### src/rtl/qcnt_pkg.sv
`timescale 1ns/1ps
package qcnt_pkg;
  typedef enum logic [1:0] {
    MODE_TOTAL = 2'd0,
    MODE_UPDN  = 2'd1,
    MODE_ENC   = 2'd2,
    MODE_OFF   = 2'd3
  } mode_e;

  typedef enum logic [1:0] {
    RES_X1  = 2'd0,
    RES_X2  = 2'd1,
    RES_X4  = 2'd2,
    RES_OFF = 2'd3
  } res_e;

  localparam logic [2:0] IDX_NONE  = 3'd0;
  localparam logic [2:0] IDX_CLEAR = 3'd1;
  localparam logic [2:0] IDX_GATE  = 3'd2;
  localparam logic [2:0] IDX_LATCH = 3'd3;
  localparam logic [2:0] IDX_DEC   = 3'd4;
endpackage

### src/rtl/qcnt_sync.sv
`timescale 1ns/1ps
module qcnt_sync #(
  parameter int W      = 3,
  parameter int STAGES = 2
) (
  input  logic         clk,
  input  logic         rst_n,
  input  logic [W-1:0] din,
  output logic [W-1:0] dout
);
  localparam int LAST = STAGES - 1;

  logic [STAGES-1:0][W-1:0] stg;

  always_ff @(posedge clk) begin
    if (!rst_n) begin
      stg <= '0;
    end else begin
      stg[0] <= din;
      for (int i = 1; i < STAGES; i++) stg[i] <= stg[i-1];
    end
  end

  assign dout = stg[LAST];

  // First stage follows the pin one edge later (latency part of R14)
  p_first_stage_r14: assert property (@(posedge clk) disable iff (!rst_n)
    $past(rst_n) |-> stg[0] == $past(din));
endmodule

### src/rtl/qcnt_edge_decode.sv
`timescale 1ns/1ps
module qcnt_edge_decode
  import qcnt_pkg::*;
(
  input  logic       clk,
  input  logic       rst_n,
  input  logic       sa,
  input  logic       sb,
  input  logic       sidx,
  input  mode_e      mode,
  input  res_e       res,
  input  logic       a_fall_sel,
  input  logic       b_up_lvl,
  output logic       step_up,
  output logic       step_dn,
  output logic       idx_rise,
  output logic       idx_lvl
);
  logic pa, pb, pidx;

  always_ff @(posedge clk) begin
    if (!rst_n) begin
      pa   <= 1'b0;
      pb   <= 1'b0;
      pidx <= 1'b0;
    end else begin
      pa   <= sa;
      pb   <= sb;
      pidx <= sidx;
    end
  end

  logic a_chg, b_chg, a_sel, quad_ok, a_fwd, b_fwd;

  always_comb begin
    a_chg   = sa ^ pa;
    b_chg   = sb ^ pb;
    a_sel   = a_chg & (a_fall_sel ? ~sa : sa);
    quad_ok = ~(a_chg & b_chg);
    a_fwd   = sa ^ sb;
    b_fwd   = ~(sa ^ sb);
  end

  always_comb begin
    step_up = 1'b0;
    step_dn = 1'b0;
    unique case (mode)
      MODE_TOTAL: step_up = a_sel;
      MODE_UPDN: begin
        step_up = a_sel & (sb == b_up_lvl);
        step_dn = a_sel & (sb != b_up_lvl);
      end
      MODE_ENC: begin
        if (quad_ok) begin
          unique case (res)
            RES_X1: begin
              step_up = a_sel & a_fwd;
              step_dn = a_sel & ~a_fwd;
            end
            RES_X2: begin
              step_up = a_chg & a_fwd;
              step_dn = a_chg & ~a_fwd;
            end
            RES_X4: begin
              step_up = (a_chg & a_fwd) | (b_chg & b_fwd);
              step_dn = (a_chg & ~a_fwd) | (b_chg & ~b_fwd);
            end
            default: ;
          endcase
        end
      end
      default: ;
    endcase
  end

  assign idx_rise = sidx & ~pidx;
  assign idx_lvl  = sidx;

  p_total_up_only_r1: assert property (@(posedge clk) disable iff (!rst_n)
    (mode == MODE_TOTAL) |-> !step_dn);

  p_updn_dir_r2: assert property (@(posedge clk) disable iff (!rst_n)
    (mode == MODE_UPDN && (step_up || step_dn)) |-> (step_up == (sb == b_up_lvl)));

  p_x1_b_quiet_r3: assert property (@(posedge clk) disable iff (!rst_n)
    (mode == MODE_ENC && res == RES_X1 && $stable(sa)) |-> !(step_up || step_dn));

  p_x4_every_edge_r5: assert property (@(posedge clk) disable iff (!rst_n)
    (mode == MODE_ENC && res == RES_X4 && $past(rst_n) &&
     ((sa != $past(sa)) != (sb != $past(sb)))) |-> (step_up || step_dn));

  p_invalid_skip_r6: assert property (@(posedge clk) disable iff (!rst_n)
    (mode == MODE_ENC && $past(rst_n) && sa != $past(sa) && sb != $past(sb))
      |-> !(step_up || step_dn));

  p_single_step_r13: assert property (@(posedge clk) disable iff (!rst_n)
    !(step_up && step_dn));
endmodule

### src/rtl/qcnt_accum.sv
`timescale 1ns/1ps
module qcnt_accum
  import qcnt_pkg::*;
#(
  parameter int CNT_W = 32
) (
  input  logic             clk,
  input  logic             rst_n,
  input  logic             step_up,
  input  logic             step_dn,
  input  logic             idx_rise,
  input  logic             idx_lvl,
  input  logic [2:0]       idx_act,
  input  logic             clr_on_read,
  input  logic             rd_req,
  output logic             rd_valid,
  output logic [CNT_W-1:0] rd_data,
  output logic             cap_valid,
  output logic [CNT_W-1:0] cap_data,
  output logic [CNT_W-1:0] count
);
  localparam logic [CNT_W-1:0] ONE = CNT_W'(1);

  logic             gate_ok, up_q, dn_q, dec_evt, clr_evt, cap_evt;
  logic [CNT_W-1:0] delta, base, count_nxt;

  always_comb begin
    gate_ok   = (idx_act != IDX_GATE) || idx_lvl;
    up_q      = step_up & gate_ok;
    dn_q      = step_dn & gate_ok;
    dec_evt   = (idx_act == IDX_DEC) & idx_rise;
    cap_evt   = (idx_act == IDX_LATCH) & idx_rise;
    clr_evt   = ((idx_act == IDX_CLEAR) & idx_rise) | (rd_req & clr_on_read);
    delta     = up_q ? ONE : (dn_q ? '1 : '0);
    base      = clr_evt ? '0 : count;
    count_nxt = base + delta - (dec_evt ? ONE : '0);
  end

  always_ff @(posedge clk) begin
    if (!rst_n) begin
      count     <= '0;
      rd_valid  <= 1'b0;
      rd_data   <= '0;
      cap_valid <= 1'b0;
      cap_data  <= '0;
    end else begin
      count     <= count_nxt;
      rd_valid  <= rd_req;
      cap_valid <= cap_evt;
      if (rd_req)  rd_data  <= count;
      if (cap_evt) cap_data <= count;
    end
  end

  p_clear_idx_r7: assert property (@(posedge clk) disable iff (!rst_n)
    (idx_act == IDX_CLEAR && idx_rise && !step_up && !step_dn) |=> count == '0);

  p_gate_hold_r8: assert property (@(posedge clk) disable iff (!rst_n)
    (idx_act == IDX_GATE && !idx_lvl && !(rd_req && clr_on_read)) |=> $stable(count));

  p_latch_copy_r9: assert property (@(posedge clk) disable iff (!rst_n)
    (idx_act == IDX_LATCH && idx_rise) |=> (cap_valid && cap_data == $past(count)));

  p_dec_step_r10: assert property (@(posedge clk) disable iff (!rst_n)
    (idx_act == IDX_DEC && idx_rise && !step_up && !step_dn && !(rd_req && clr_on_read))
      |=> count == $past(count) - ONE);

  p_read_return_r11: assert property (@(posedge clk) disable iff (!rst_n)
    rd_req |=> (rd_valid && rd_data == $past(count)));

  p_read_quiet_r11: assert property (@(posedge clk) disable iff (!rst_n)
    !rd_req |=> !rd_valid);

  p_read_clear_r12: assert property (@(posedge clk) disable iff (!rst_n)
    (rd_req && clr_on_read && !step_up && !step_dn && !idx_rise) |=> count == '0);
endmodule

### src/rtl/qcnt_channel.sv
`timescale 1ns/1ps
module qcnt_channel
  import qcnt_pkg::*;
#(
  parameter int CNT_W       = 32,
  parameter int SYNC_STAGES = 2
) (
  input  logic             clk,
  input  logic             rst_n,
  input  logic [1:0]       cfg_mode,
  input  logic [1:0]       cfg_res,
  input  logic             cfg_a_fall,
  input  logic             cfg_b_up_lvl,
  input  logic [2:0]       cfg_idx_act,
  input  logic             cfg_clr_on_read,
  input  logic             a_in,
  input  logic             b_in,
  input  logic             idx_in,
  input  logic             rd_req,
  output logic             rd_valid,
  output logic [CNT_W-1:0] rd_data,
  output logic             cap_valid,
  output logic [CNT_W-1:0] cap_data,
  output logic [CNT_W-1:0] cnt_value
);
  localparam int PIN_W = 3;

  logic [PIN_W-1:0] pins_raw, pins_s;
  logic             step_up, step_dn, idx_rise, idx_lvl;

  assign pins_raw = {idx_in, b_in, a_in};

  qcnt_sync #(.W(PIN_W), .STAGES(SYNC_STAGES)) sync_i (
    .clk  (clk),
    .rst_n(rst_n),
    .din  (pins_raw),
    .dout (pins_s)
  );

  qcnt_edge_decode dec_i (
    .clk       (clk),
    .rst_n     (rst_n),
    .sa        (pins_s[0]),
    .sb        (pins_s[1]),
    .sidx      (pins_s[2]),
    .mode      (mode_e'(cfg_mode)),
    .res       (res_e'(cfg_res)),
    .a_fall_sel(cfg_a_fall),
    .b_up_lvl  (cfg_b_up_lvl),
    .step_up   (step_up),
    .step_dn   (step_dn),
    .idx_rise  (idx_rise),
    .idx_lvl   (idx_lvl)
  );

  qcnt_accum #(.CNT_W(CNT_W)) acc_i (
    .clk        (clk),
    .rst_n      (rst_n),
    .step_up    (step_up),
    .step_dn    (step_dn),
    .idx_rise   (idx_rise),
    .idx_lvl    (idx_lvl),
    .idx_act    (cfg_idx_act),
    .clr_on_read(cfg_clr_on_read),
    .rd_req     (rd_req),
    .rd_valid   (rd_valid),
    .rd_data    (rd_data),
    .cap_valid  (cap_valid),
    .cap_data   (cap_data),
    .count      (cnt_value)
  );
endmodule

### config.mk
export PLATFORM = sky130hd
export DESIGN_NAME = qcnt_channel
export DESIGN_NICKNAME = d
export VERILOG_FILES = /design/src/rtl/qcnt_pkg.sv /design/src/rtl/qcnt_sync.sv /design/src/rtl/qcnt_edge_decode.sv /design/src/rtl/qcnt_accum.sv /design/src/rtl/qcnt_channel.sv
export SDC_FILE = /design/constraint.sdc
export NUM_CORES = 1
export LEC_CHECK = 0
export BUFFER_PORTS_ARGS = -buffer_cell sky130_fd_sc_hd__buf_2
export CORE_MARGIN = 2
export CORE_UTILIZATION = 48
export DETAILED_ROUTE_END_ITERATION = 6
export PLACE_DENSITY = 0.76
export RECOVER_POWER = 50
export SYNTH_ARGS = -nofsm -noshare
export SYNTH_HDL_FRONTEND = slang
export SYNTH_HIERARCHICAL = 1
export SYNTH_SLANG_ARGS = --single-unit
### constraint.sdc
create_clock -name clk -period 5.7 [get_ports clk]
set_input_delay 0.855 -clock clk [delete_from_list [all_inputs] [get_ports clk]]
set_output_delay 0.855 -clock clk [all_outputs]
set_load 0.02 [all_outputs]
==> summary.md, run 1 <==
| Metric | Value |
|---|---|
| Worst slew margin relative to its limit | 0.0262 |
| Final Net Count | 962 |
| Sequential cell area | 2140 um^2 |
| DR top layer | met4 |
| Fin Hold WS | between 0.4 and 0.5 ns |
| Slowest CP cell | sky130_fd_sc_hd__or3b_2 |
| Number of endpoints with negative hold slack in the final report | 0 |
| First-pass iteration count of the detailed router | 4 |
| Die Y-Extent | between 100 and 150 um |
| Routability congestion estimate | roughly 0.95 |
| Setup repair after global routing missed its margin | no |
| Wire length on met3 | ~630 um |
| Asr flop ratio synth | 0 |
| Maximum root-to-sink buffer count | 2 |
| All-Layer GR Usage | 0.217 |
| Average wire per cell in the routed design | between 10 and 15 um |
| Leakage | about 0.0032 uW |
| Critical path cell sequence | buf_2 -> or3b_4 -> a211oi_2 -> a41oi_1 -> nor2b_1 -> or3b_2 -> ha_1 -> inv_1 -> fa_1 -> a211oi_2 -> o21ai_2 -> a31oi_2 -> nor2_1 -> a221oi_1 -> o211ai_1 |
| Required time of the critical path | between 5 and 6 ns |
| Global-route wire length before repair | about 25000 um |
| Kind of start point of the critical path | input pin |
| Shortest period the worst path allows | between 4 and 5 ns |
| Total wirelength of the detailed-routed design | roughly 15000 um |
| Wire length on met1 | 7030 um |
| Number of pins exceeding their max-slew limit in the final report | 0 |
| Instance area at placement | around 7000 um^2 |
| Status | completed |
| Final Core Density | 0.549 |
| Area of the mapped netlist | 6380 um^2 |
| Total power per unit cell area | approximately 530 nW/um^2 |
| Drt drc | 0 |
| Starting density of the core | 0.487 |
| Filler Cell Count | around 1.3k |
| Initial drt markers | between 200 and 300 |
| Total number of H-tree levels | 3 |
| Pin count of the biggest net entering global routing | 47 |
| Crit path kind | in2reg |
| Library cells used by synthesis | 66 |
| Layout overhead on the synthesized area | 12.6% |
| Post-synthesis net count | between 800 and 900 |
| Grt ovf | 0 |
| Total setup buffers inserted after CTS | 0 |
| Antenna violations before repair | 0 |
| Routed via count | around 5.6k |
| Main area contributors after synthesis | sky130_fd_sc_hd__dfxtp_1, sky130_fd_sc_hd__ha_1, sky130_fd_sc_hd__nand2_1 |
| Clock tree root driver cell | sky130_fd_sc_hd__clkbuf_16 |
| Count of instances resized after the clock tree is built | 0 |
| Total of warnings raised by yosys | 6 |
| Routed met2 length | around 6900 um |
| F_max | between 200 and 250 MHz |
| Largest stage delay on the critical path | 0.79 ns |
| Portion of the clock cycle consumed by the worst path in the final layout | 0.825 |
| Most used standard cells in the synthesized netlist | sky130_fd_sc_hd__nand2_1, sky130_fd_sc_hd__dfxtp_1, sky130_fd_sc_hd__nor2_1 |
| Setup violation total in the final timing report | 0 |
| Worst-margin pin slew | 1.46 ns |
| Synthesized instance count | about 800 |
| Post-Syn Area per Cell | ~8.0 um^2 |
| Arr. time, crit path | 4.94 ns |
| Clock insertion delay at the later pin of the skew report | approximately 0.36 ns |
| Max VDD drop | around 0.18 mV |
| Fraction of post-synthesis cell area in the top cell type by area | 0.336 |
| Most common cell on crit path | sky130_fd_sc_hd__a211oi_2 |
| Multi-input combinational cell area | ~3800 um^2 |
| Sum Neg Setup Slack | 0 ns |
| Hold WC Path Type | reg2reg |
| Post-DRT Antenna Nets | 0 |
| Placed wire-length estimate | around 11000 um |
| Post-detailed-route via-to-cell ratio | ~5.3 |
| Via count of the first global-routing pass | 5332 |
| Most frequently used flop master after synthesis | sky130_fd_sc_hd__dfxtp_1 |
| CTS Sinks | ~110 |
| Most frequent cell after synthesis | sky130_fd_sc_hd__nand2_1 |
| Fraction of layout cells with a size suffix above 1 | 0.0667 |
| Post-route cell area | around 7000 um^2 |
| Number of top-level pins | 114 |
| Skew final | approximately 0.0059 ns |
| Cell type with the highest aggregate area in the netlist | sky130_fd_sc_hd__dfxtp_1 |
| Number of buffers created by CTS | 9 |
| Standard-cell row count | 42 |
| Antenna Cells | 0 |
| Crit end category | register |
| Maxcap violations | 0 |
| Register area share after synthesis | 0.336 |
| EDFF count, synth | 0 |
| Number of synthesized register bits | ~110 |
| Maximum fanout along the worst path | 31 |
| Placeable Area | 13100 um^2 |
| Port-buffer cells | 113 |
| Total die area | around 14000 um^2 |
| Clock transition at path regs | ~0.07 ns |
| Overall die width | about 120 um |
| CTS tree | yes |
| CTS hold repair buffers | 0 |
## layout by cell type, fill, tap and decap left out, types with 13 or more instances in the layout
master and n:
sky130_fd_sc_hd__mux2i_1 38, sky130_fd_sc_hd__inv_1 70, sky130_fd_sc_hd__nor3_1 13, sky130_fd_sc_hd__buf_2 20, sky130_fd_sc_hd__a21o_1 15, sky130_fd_sc_hd__nor2_1 73, sky130_fd_sc_hd__dfxtp_1 107, sky130_fd_sc_hd__nand2_1 124
sky130_fd_sc_hd__a21oi_1 63, sky130_fd_sc_hd__nand4_1 18, sky130_fd_sc_hd__o21ai_0 17, sky130_fd_sc_hd__clkbuf_1 93, sky130_fd_sc_hd__ha_1 66
## sequential cells by signal (all words and copies together) (netlist names)
register	flops
dec_i/pidx	1
dec_i/pa	1
acc_i/rd_valid	1
acc_i/rd_data	32
sync_i/dout	3
sync_i/stg	3
dec_i/pb	1
acc_i/count	32
acc_i/cap_valid	1
acc_i/cap_data	32
## layer usage
metal / GRT usage / up-vias
met5: 0 / -
met1: 0.282 / 2621
met3: 0.0359 / 19
met4: 0.0826 / 0
met2: 0.362 / 134
li1: - / 2874
## layout make-up
cell class | instances | area share
clock buffers | 10 | 0.0333
clock inverters | 6 | 0.00697
inverters | 71 | 0.0371
multi-input cells | 571 | 0.525
flip-flops and latches | 107 | 0.298
well taps | 176 | 0.0307
repair buffers | 119 | 0.0688
## final timing paths
path / startpoint / end / slack [ns] / depth (start not counted)
worst max register to register: sync_i/dout[0] / acc_i/count[28] / 1.06 / 14
worst min-delay path: sync_i/stg[0] / sync_i/dout[0] / 0.44 / 1
worst min register to register: sync_i/stg[0] / sync_i/dout[0] / 0.44 / 1
worst max-delay path: cfg_a_fall / acc_i/count[28] / 1.0 / 15
## cell families after synthesis
| kind of cell | share of synthesized area |
|---|---|
| AO/OA/AOI/OAI | 0.159 |
| buffers and inverters | 0.0741 |
| flip-flops | 0.336 |
| adder cells (fa/ha/maj) | 0.133 |
| AND/OR/NAND/NOR | 0.217 |
| multiplexers | 0.0596 |
| XOR/XNOR | 0.0214 |
## critical path: cells and delay by family
kind	cells	cell delay, ns
buffers and inverters	2	0.20
AO/OA/AOI/OAI	7	1.48
adder cells (fa/ha/maj)	2	0.93
AND/OR/NAND/NOR	4	1.46
## through the flow
stage / instances / worst slack [ns] / total power (uW)
floorplan: 795 / 1.15 / 2680
global placement: 1044 / 0.729 / 3170
detailed placement: 1044 / 0.610 / 3200
CTS: 1060 / 0.987 / 3830
global route: 1060 / 0.587 / 4130
finish: 1060 / 0.998 / 3800
## power by group
group / switching (uW) / total (uW) / internal, uW
Sequential: 128 / 1020 / 888
Combinational: 1340 / 2180 / 844
Clock: 298 / 611 / 312
Total: 1760 / 3800 / 2040
No activity file was read; power rests on OpenSTA's default activity.
==> inputs of run 2 (changes only) <==
- clock period: 5.7 -> 4.8 ns (I/O delays scaled with it)
==> run 2 against run 1 <==
The flow now finishes with violations (max-capacitance violations, max-slew violations). Sequential power up 18%. Largest cell class unchanged. First-iteration DRC count up 10%. Global-route usage down 0.51 points. Critical path type is now reg2reg. Clock skew up 0.0049 ns. Design area up 1.5%. Critical endpoint is now acc_i/count[26]. Routed wire length down 0.46%.
==> summary.md, run 2 (same netlist as run 1, synthesis figures left out) <==
| Metric | Value |
|---|---|
| Total power per unit cell area | 641 nW/um^2 (+21%) |
| Count of instances resized after the clock tree is built | 0 (unchanged) |
| Routed via count | 5644 (-0.071%) |
| Slowest CP cell | sky130_fd_sc_hd__dfxtp_1 |
| Instance area at placement | 7090 um^2 (+1.1%) |
| Largest stage delay on the critical path | 0.52 ns (-0.27 ns) |
| Maximum root-to-sink buffer count | 2 (unchanged) |
| Final Core Density | 0.557 (+0.00822) |
| Initial drt markers | 292 (+10%) |
| Via count of the first global-routing pass | 5185 (-2.8%) |
| Most common cell on crit path | sky130_fd_sc_hd__ha_1 |
| Commonest non-fill, non-tap cells in the layout | sky130_fd_sc_hd__nand2_1, sky130_fd_sc_hd__dfxtp_1, sky130_fd_sc_hd__clkbuf_1, sky130_fd_sc_hd__nor2_1, sky130_fd_sc_hd__inv_1 |
| Total setup buffers inserted after CTS | 0 (unchanged) |
| Required time of the critical path | 5.08 ns (-0.86 ns) |
| F_max | ~230 MHz |
| Routability congestion estimate | 0.911 (-3.6%) |
| Total wirelength of the detailed-routed design | 14800 um (-0.46%) |
| Leakage | 0.00329 uW (+2.4%) |
| Failing checks | max-capacitance violations, max-slew violations |
| Number of top-level pins | 114 (unchanged) |
| Post-route cell area | 7290 um^2 (+1.5%) |
| Sum Neg Setup Slack | 0 ns (unchanged) |
| Maximum fanout along the worst path | 18 (-42%) |
| Number of pins exceeding their max-slew limit in the final report | 37 (+37) |
| Portion of the clock cycle consumed by the worst path in the final layout | 0.918 |
| Port-buffer cells | 113 (unchanged) |
| Placed wire-length estimate | 10800 um (about the same) |
| Top Registers | acc_i/cap_data x32, acc_i/count x32, acc_i/rd_data x32 |
| Antenna Cells | 0 (unchanged) |
| Average wire per cell in the routed design | 13.8 um (-1.4%) |
| Filler Cell Count | 1272 (-5.0%) |
| Clock insertion delay at the later pin of the skew report | 0.36 ns (about the same) |
| Hold WC Path Type | reg2reg |
| CTS hold repair buffers | 0 (unchanged) |
| CTS Sinks | 107 (unchanged) |
| Starting density of the core | 0.487 (unchanged) |
| First-pass iteration count of the detailed router | 5 (+1) |
| Grt ovf | 0 (unchanged) |
| Layout overhead on the synthesized area | 14.3% |
| Arr. time, crit path | 4.69 ns (-0.25 ns) |
| Setup violation total in the final timing report | 0 (unchanged) |
| Antenna violations before repair | 0 (unchanged) |
| Final Net Count | 972 (+1.0%) |
| Global-route wire length before repair | 24500 um (-2.8%) |
| Placeable Area | 13100 um^2 (unchanged) |
| Total die area | 14200 um^2 (unchanged) |
| Fin Hold WS | 0.444 ns (+0.00698 ns) |
| Worst-margin pin slew | 1.55 ns (+0.0912 ns) |
| Standard-cell row count | 42 (unchanged) |
| Post-detailed-route via-to-cell ratio | 5.27 (-1.0%) |
| Number of buffers created by CTS | 9 (unchanged) |
| Status | complete, but fails checks |
| Crit end category | register |
| Post-DRT Antenna Nets | 0 (unchanged) |
| Drt drc | 0 (unchanged) |
| Crit path kind | reg2reg |
| Shortest period the worst path allows | between 4 and 5 ns |
| Count of buffering cells on the critical path with inverters included | 2 (unchanged) |
| CTS tree | yes |
| Skew final | 0.0107 ns (+0.00485 ns) |
| Pin count of the biggest net entering global routing | 50 (+6.4%) |
| Clock transition at path regs | 0.07 ns (about the same) |
| Clock tree root driver cell | sky130_fd_sc_hd__clkbuf_16 |
| Number of endpoints with negative hold slack in the final report | 0 (unchanged) |
| Max VDD drop | 0.238 mV (+30%) |
| Overall die width | 119 um (unchanged) |
| Commonest non-fill, non-tap cell in the layout | sky130_fd_sc_hd__nand2_1 |
| Maxcap violations | 1 (+1) |
| Top Family by Delay on Critical Path | simple AND/OR/NAND/NOR gates |
| Kind of start point of the critical path | register |
| All-Layer GR Usage | 0.212 (-0.00506) |
| Fraction of layout cells with a size suffix above 1 | 0.0772 (+0.0104) |
| DP Worst Slack | 0.134 ns (-0.475 ns) |
| Total number of H-tree levels | 3 (unchanged) |
| Die Y-Extent | 119 um (unchanged) |
| Setup repair after global routing missed its margin | no |
| Worst setup slack after layout | 0.395 ns (-0.603 ns) |
| Worst slew margin relative to its limit | -0.0346 (-0.0608) |
| Critical path cell sequence | or3b_4 -> a211oi_2 -> a41oi_1 -> nor2b_1 -> or3b_2 -> buf_4 -> ha_1 -> inv_1 -> ha_1 -> a21oi_1 -> o21ai_1 -> or3_1 -> o31ai_1 -> mux2i_1 |
## run 2: cell type report
type / count / area (um^2) / share of cell area
sequential: 107 / 2140 / 0.294
timing repair buffer: 129 / 569 / 0.0781
clock buffer: 9 / 225 / 0.0309
multi-input combinational: 571 / 3770 / 0.517
clock inverter: 7 / 96.3 / 0.0132
tap: 176 / 220 / 0.0302
inverter: 71 / 267 / 0.0366
## run 2: path summary, 6_finish.rpt
check,start,slack [ns],end,cells past startpoint
max,sync_i/dout[0],0.39,acc_i/count[26],14
min reg2reg,sync_i/stg[0],0.44,sync_i/dout[0],1
max reg2reg,sync_i/dout[0],0.39,acc_i/count[26],14
min,sync_i/stg[0],0.44,sync_i/dout[0],1
## run 2: worst reg2reg max path, cell delays in order, from the launching register on
cell and delay [ns]:
sky130_fd_sc_hd__dfxtp_1 0.52, sky130_fd_sc_hd__or3b_4 0.43, sky130_fd_sc_hd__a211oi_2 0.22, sky130_fd_sc_hd__a41oi_1 0.06, sky130_fd_sc_hd__nor2b_1 0.15, sky130_fd_sc_hd__or3b_2 0.51, sky130_fd_sc_hd__buf_4 0.24, sky130_fd_sc_hd__ha_1 0.32
sky130_fd_sc_hd__inv_1 0.04, sky130_fd_sc_hd__ha_1 0.39, sky130_fd_sc_hd__a21oi_1 0.24, sky130_fd_sc_hd__o21ai_1 0.14, sky130_fd_sc_hd__or3_1 0.48, sky130_fd_sc_hd__o31ai_1 0.37, sky130_fd_sc_hd__mux2i_1 0.23
## run 2: stage by stage
step	cells	power [uW]
final	1070	4680
after global routing	1070	5070
after CTS	1070	4700
after detailed placement	1054	3880
after global placement	1054	3850
after floorplan	795	3190
## run 2: metal layers
| metal | part of all wire | track usage | vias up | wire length, um |
|---|---|---|---|---|
| met5 | 0 | 0 | - | 0 |
| met4 | 0.021 | 0.0878 | 0 | 314 |
| met2 | 0.45 | 0.351 | 133 | 6730 |
| met1 | 0.48 | 0.276 | 2583 | 7130 |
| met3 | 0.043 | 0.0311 | 20 | 640 |
| li1 | - | - | 2908 | - |
## run 2: power by group
part	switching, uW	internal, uW
clock network	350	461
registers	149	1050
logic	1600	1060
